[src/rtl/div5_pkg.sv]
package div5_pkg;

    typedef enum logic [2:0] {
        RS0 = 3'd0,
        RS1 = 3'd1,
        RS2 = 3'd2,
        RS3 = 3'd3,
        RS4 = 3'd4
    } rstate_t;

    // Next remainder after appending one dividend bit.
    function automatic rstate_t rs_next(input rstate_t s, input logic b);
        rstate_t n;
        case (s)
            RS0:     n = b ? RS1 : RS0;
            RS1:     n = b ? RS3 : RS2;
            RS2:     n = b ? RS0 : RS4;
            RS3:     n = b ? RS2 : RS1;
            RS4:     n = b ? RS4 : RS3;
            default: n = RS0;
        endcase
        return n;
    endfunction

    // Quotient bit emitted when the partial value reaches five or more.
    function automatic logic rs_qbit(input rstate_t s, input logic b);
        logic q;
        case (s)
            RS2:     q = b;
            RS3:     q = 1'b1;
            RS4:     q = 1'b1;
            default: q = 1'b0;
        endcase
        return q;
    endfunction

endpackage

[src/rtl/div5_step.sv]
module div5_step
    import div5_pkg::*;
(
    input  rstate_t state_i,
    input  logic    bit_i,
    output rstate_t state_o,
    output logic    qbit_o
);

    always_comb begin
        state_o = rs_next(state_i, bit_i);
        qbit_o  = rs_qbit(state_i, bit_i);
    end

endmodule

[src/rtl/div5_ctrl.sv]
module div5_ctrl #(
    parameter int DW = 13,
    localparam int CW = $clog2(DW + 1)
) (
    input  logic clk_i,
    input  logic rst_n_i,
    input  logic load_i,
    output logic start_o,
    output logic step_o,
    output logic busy_o,
    output logic done_o
);

    typedef struct packed {
        logic [CW-1:0] cnt;
        logic          busy;
        logic          done;
    } ctrl_t;

    ctrl_t c_d, c_q;

    always_comb begin
        c_d      = c_q;
        c_d.done = 1'b0;
        start_o  = load_i && !c_q.busy;
        step_o   = c_q.busy;
        if (start_o) begin
            c_d.cnt  = CW'(DW);
            c_d.busy = 1'b1;
        end else if (c_q.busy) begin
            c_d.cnt = c_q.cnt - CW'(1);
            if (c_q.cnt == CW'(1)) begin
                c_d.busy = 1'b0;
                c_d.done = 1'b1;
            end
        end
    end

    always_ff @(posedge clk_i or negedge rst_n_i) begin
        if (!rst_n_i) c_q <= '0;
        else          c_q <= c_d;
    end

    assign busy_o = c_q.busy;
    assign done_o = c_q.done;

    // an accepted load arms the full count
    a_r2_start_arms: assert property (@(posedge clk_i) disable iff (!rst_n_i)
        (load_i && !c_q.busy) |=> (c_q.busy && c_q.cnt == CW'(DW)));

    // while running the count drops by one per clock regardless of load
    a_r8_count_down: assert property (@(posedge clk_i) disable iff (!rst_n_i)
        (c_q.busy && c_q.cnt > CW'(1)) |=> (c_q.busy && c_q.cnt == $past(c_q.cnt) - CW'(1)));

    // done lasts one cycle and never overlaps busy
    a_r6_done_pulse: assert property (@(posedge clk_i) disable iff (!rst_n_i)
        c_q.done |=> !c_q.done);
    a_r6_done_idle: assert property (@(posedge clk_i) disable iff (!rst_n_i)
        c_q.done |-> !c_q.busy);

endmodule

[src/rtl/div5_serial.sv]
module div5_serial
    import div5_pkg::*;
#(
    parameter int DW = 13,
    localparam int QW = DW - 2
) (
    input  logic          clk_i,
    input  logic          rst_n_i,
    input  logic          load_i,
    input  logic [DW-1:0] dividend_i,
    output logic          busy_o,
    output logic          done_o,
    output logic [QW-1:0] quotient_o,
    output logic [2:0]    remainder_o,
    output logic          rem_zero_o
);

    typedef struct packed {
        logic [DW-1:0] dvd;
        rstate_t       state;
        logic [QW-1:0] quo;
    } dp_t;

    dp_t     dp_d, dp_q;
    logic    start_w, step_w, qbit_w;
    rstate_t nstate_w;

    div5_ctrl #(.DW(DW)) ctrl_i (
        .clk_i   (clk_i),
        .rst_n_i (rst_n_i),
        .load_i  (load_i),
        .start_o (start_w),
        .step_o  (step_w),
        .busy_o  (busy_o),
        .done_o  (done_o)
    );

    div5_step step_i (
        .state_i (dp_q.state),
        .bit_i   (dp_q.dvd[DW-1]),
        .state_o (nstate_w),
        .qbit_o  (qbit_w)
    );

    always_comb begin
        dp_d = dp_q;
        if (start_w) begin
            dp_d.dvd   = dividend_i;
            dp_d.state = RS0;
            dp_d.quo   = '0;
        end else if (step_w) begin
            dp_d.dvd   = dp_q.dvd << 1;
            dp_d.state = nstate_w;
            dp_d.quo   = QW'({dp_q.quo, qbit_w});
        end
    end

    always_ff @(posedge clk_i or negedge rst_n_i) begin
        if (!rst_n_i) begin
            dp_q.dvd   <= '0;
            dp_q.state <= RS0;
            dp_q.quo   <= '0;
        end else begin
            dp_q <= dp_d;
        end
    end

    assign quotient_o  = dp_q.quo;
    assign remainder_o = dp_q.state;
    assign rem_zero_o  = (dp_q.state == RS0);

    // remainder never leaves 0..4
    a_r4_rem_range: assert property (@(posedge clk_i) disable iff (!rst_n_i)
        remainder_o <= 3'd4);

    // idle without load keeps results frozen
    a_r7_hold_idle: assert property (@(posedge clk_i) disable iff (!rst_n_i)
        (!busy_o && !load_i) |=> ($stable(quotient_o) && $stable(remainder_o)));

endmodule

[config.mk]
export PLATFORM = sky130hd
export DESIGN_NAME = div5_serial
export DESIGN_NICKNAME = d
export VERILOG_FILES = /design/src/rtl/div5_pkg.sv /design/src/rtl/div5_step.sv /design/src/rtl/div5_ctrl.sv /design/src/rtl/div5_serial.sv
export SDC_FILE = /design/constraint.sdc
export NUM_CORES = 1
export LEC_CHECK = 0
export ABC_AREA = 1
export BUFFER_PORTS_ARGS = -buffer_cell sky130_fd_sc_hd__buf_2
export CAP_MARGIN = 40
export CORE_MARGIN = 2
export CORE_UTILIZATION = 45
export CTS_CLUSTER_DIAMETER = 100
export DETAILED_ROUTE_END_ITERATION = 16
export GPL_TIMING_DRIVEN = 0
export PLACE_DENSITY = 0.66
export SYNTH_ARGS = -nofsm -noshare
export SYNTH_HDL_FRONTEND = slang
export SYNTH_SLANG_ARGS = --single-unit
[constraint.sdc]
create_clock -name clk_i -period 1.1 [get_ports clk_i]
set_clock_uncertainty 0.2 [all_clocks]
set_input_delay 0.11 -clock clk_i [delete_from_list [all_inputs] [get_ports clk_i]]
set_output_delay 0.11 -clock clk_i [all_outputs]
set_load 0.1 [all_outputs]
==> results.md <==
Status:
- The flow ran to the end, but the final reports show violations.
- The checks that failed: negative hold slack, negative setup slack.

Placed design:
- The weighted congestion reported at the end of routability-driven placement is 0.723.
- The standard cell area after detailed placement is 1900 um2.
- In this run the tool buffered the top-level ports with 32 buffer cells.
- The detailed-placement wirelength estimate is 2.10 mm.

GRT:
- Across every metal layer, demand over resource in global routing totals 22.3%.
- The pin count of the biggest net entering global routing is 34.
- Global routing finished with a remaining overflow of 0.
- The initial antenna violation count is 0.
- The via count of the first global-routing pass was 1483.
- The global-route wire length before repair is 6.90 mm.

Detailed routing:
- The detail-routed via count per cell is 4.94.
- The mean routed wirelength per cell is 14.3 um.
- The first-pass iteration count of the detailed router is 4.
- The remaining antenna violation count is 0.
- The remaining design rule violation count is 0.
- The detailed router's first-iteration violation count is 44.
- The number of vias after detailed routing is 1384.
- The routed design has 4.00 mm of wire.

STA:
- The final hold violation count is 33.
- The transition time of the tightest slew-check pin is 0.734 ns.
- The worst pin sits at a relative slew slack of 51.1%.
- The period utilization is 140%.
- Setup violations remaining at the end of the flow were counted as 50.
- Setup repair after global routing could not meet its margin everywhere.
- Across all hold checks on the routed design, the worst slack comes to -0.379 ns.
- The slack of the critical path is -0.444 ns.
- Derived from the worst setup path, the maximum achievable clock frequency is 647 MHz.
- The max-slew violation total from the final report was 0.
- The shortest period the worst path allows is 1.54 ns.

Clock tree:
- The number of clock buffers inserted by TritonCTS is 5.
- The maximum level of the CTS H-tree is 2.
- CTS placed an instance of sky130_fd_sc_hd__clkbuf_4 at the clock tree root.
- The number of buffers on the longest clock path is 2.
- The number of sinks driven by the clock tree is 33.
- After clock tree synthesis, the clock-pin slew on the worst setup and hold paths is 0.09 ns.
- TritonCTS built the clock tree.
- The insertion delay of the later-clocked pin in the worst-skew pair is 0.34 ns.
- After clock tree synthesis, the flow added hold-fix buffers numbering 13.

Die:
- The placement row count is 21.
- The initial standard-cell utilization of the core is 47.9%.
- 33 I/O pins were placed.
- The core outline area is 3420 um2.
- In this run the vertical extent of the chip is 64.3 um.
- In this run the horizontal extent of the chip is 64.3 um.
- The die covers 4140 um2.

Critical path:
- The endpoint identified for the worst register-to-register timing path is remainder_o[2]$_DFFE_PN0P_.
- For this run, the slowest stage of the critical path takes 0.41 ns.
- The critical-path maximum fanout is 8.
- The cell at the slowest stage of the critical path is sky130_fd_sc_hd__dfrtp_1.
- The worst setup path is of the reg2out kind.
- STA classifies the critical path startpoint as a flop.
- The worst register-to-register path has a depth of 7.
- The most critical setup path has its startpoint at remainder_o[1]$_DFFE_PN0P_.
- The setup check on the worst reg-to-reg path leaves a slack of -0.32 ns.
- STA puts the critical path data required time at 0.79 ns.
- The number of buffer and inverter instances along the worst setup path is 2.
- The critical path goes through buf_6, nor3_4, buf_12.
- STA classifies the critical path endpoint as an output port.
- Broken down by cell family, the worst path's largest delay share belongs to flip-flops.
- For the worst setup path, the data arrival time is 1.23 ns.
- The critical register-to-register path startpoint is ctrl_i.busy_o$_DFF_PN0_.

Logic synthesis:
- The net count after synthesis is 187.
- The combined area of all synthesized cells is 1640 um2.
- The synthesized design contains 33 register bits.
- For this run, the number of Yosys warnings is 0.
- The number of unique standard cell types used by synthesis is 20.
- The post-synthesis sequential area ratio is 50.5%.
- In this run, synthesis inferred 0 flip-flops with an integrated enable.
- In the synthesized netlist the dominant register cell turns out to be sky130_fd_sc_hd__dfrtp_1.
- The synthesized area per cell is 9.68 um2.
- Counting every instance in the synthesized netlist gives 169.
- Of all flip-flops after synthesis, the portion carrying an async set or reset was 100%.

Pwr:
- The power density over the cells is 3150 nW/um2.
- The leakage power total is 1.24 nW.
- The largest voltage drop on the vdd net is 1.79 mV.
- The overall power of the completed layout is 8.60 mW.

Run:
- Max-cap violations in this run came to 0.

Final layout:
- Summing all non-filler instances in the final layout gives an area of 2730 um2.
- In the final design database the tool counted 252 nets.
- 0 antenna diodes ended up in the layout.
- The growth of design area from synthesis to finish is 66.8%.
- The share of final-layout standard cells stronger than drive strength 1 is 54.3%.

Worst hold path:
- The path class of the lowest-slack min-delay path is in2async.
[area by class of cell]
type                    count  area [um2]
plain buffers              11         163
clock buffers               7        55.1
fillers                   194         686
inverters                  25         109
multi-input cells          89         701
flip-flops and latches     33         833
well taps                  46        57.6
repair buffers             69         812
[where the power goes]
| part | switching, mW | internal [mW] | total [mW] |
|---|---|---|---|
| combinational | 3.36 | 2.43 | 5.79 |
| clock | 0.392 | 0.301 | 0.693 |
| sequential | 0.420 | 1.70 | 2.12 |
| total | 4.17 | 4.43 | 8.60 |
[cell usage after synthesis, types with 3 or more instances]
cell,count,area share [%]
sky130_fd_sc_hd__dfrtp_1,33,50
sky130_fd_sc_hd__o21ai_0,7,2.1
sky130_fd_sc_hd__buf_4,15,6.9
sky130_fd_sc_hd__buf_6,6,4.1
sky130_fd_sc_hd__o221ai_2,6,5.5
sky130_fd_sc_hd__inv_1,23,5.3
sky130_fd_sc_hd__nand3_1,8,2.4
sky130_fd_sc_hd__nor2_1,5,1.1
sky130_fd_sc_hd__o22ai_1,9,3.4
sky130_fd_sc_hd__o211ai_2,3,2.3
sky130_fd_sc_hd__o211ai_1,3,1.4
sky130_fd_sc_hd__nand2_1,37,8.5
[state kept, by name (all words and copies together) (netlist names)]
register       flops
dp_q              13
ctrl_i.busy_o      1
ctrl_i.c_q         4
ctrl_i.done_o      1
remainder_o        3
quotient_o        11
[metrics by stage]
| step | setup TNS (ns) | util, % | instances | setup WS (ns) |
|---|---|---|---|---|
| 6_report | -12.89 | 79.9 | 280 | -0.444 |
| 5_1_grt | -15.30 | 79.9 | 280 | -0.500 |
| 4_1_cts | -13.00 | 78.5 | 276 | -0.457 |
| 3_5_place_dp | -8.43 | 55.5 | 247 | -0.291 |
| 3_3_place_gp | -7.68 | 55.5 | 247 | -0.271 |
| 2_1_floorplan | -11.62 | - | 169 | -0.467 |
[kinds of logic (layout without fill, tap and decap cells)]
kind of cell	count (synthesis)	count (layout)	synth area share, %
fa+ha+maj	2	2	1.53
buf+inv	47	112	17.0
flops	33	33	50.5
simple gates	55	55	14.5
compound gates	32	32	16.4
[layer usage]
metal	vias up	wire length, um	global-route usage, %
met2	28	2080	37.1
met1	676	1710	27.5
met3	9	112	5.28
met5	-	0	0
li1	671	-	-
met4	0	86	9.84
[worst max path at each step]
| stage | depth (start not counted) | end |
|---|---|---|
| floorplan | 1 | rem_zero_o |
| global placement | 2 | rem_zero_o |
| detailed placement | 2 | rem_zero_o |
| CTS | 3 | rem_zero_o |
| global route | 3 | rem_zero_o |
| finish | 3 | rem_zero_o |
[layout by cell type, fill, tap and decap left out, types with 3 or more instances in the layout]
cell type,instances
sky130_fd_sc_hd__dfrtp_1,29
sky130_fd_sc_hd__inv_1,23
sky130_fd_sc_hd__buf_12,22
sky130_fd_sc_hd__nand2_1,22
sky130_fd_sc_hd__buf_2,15
sky130_fd_sc_hd__nand2_2,13
sky130_fd_sc_hd__buf_6,13
sky130_fd_sc_hd__buf_4,13
sky130_fd_sc_hd__dlygate4sd3_1,13
sky130_fd_sc_hd__o22ai_2,7
sky130_fd_sc_hd__o221ai_2,6
sky130_fd_sc_hd__nand3_1,6
sky130_fd_sc_hd__o21ai_1,5
sky130_fd_sc_hd__o21ai_2,5
sky130_fd_sc_hd__clkbuf_4,5
sky130_fd_sc_hd__nor2_4,4
sky130_fd_sc_hd__nor2_2,3
sky130_fd_sc_hd__o211ai_2,3
sky130_fd_sc_hd__o211ai_1,3
sky130_fd_sc_hd__dfrtp_2,3
[what timing repair did]
| action | 4_1_cts | 5_1_grt |
|---|---|---|
| pin swaps | 26 | 6 |
| setup endpoints to repair | 50 | 50 |
| cloned | 5 | 0 |
| buffers inserted | 15 | 5 |
| endpoints found under the hold margin | 47 | 34 |
| resized for setup | 122 | 12 |
(Power assumes the default switching activity.)
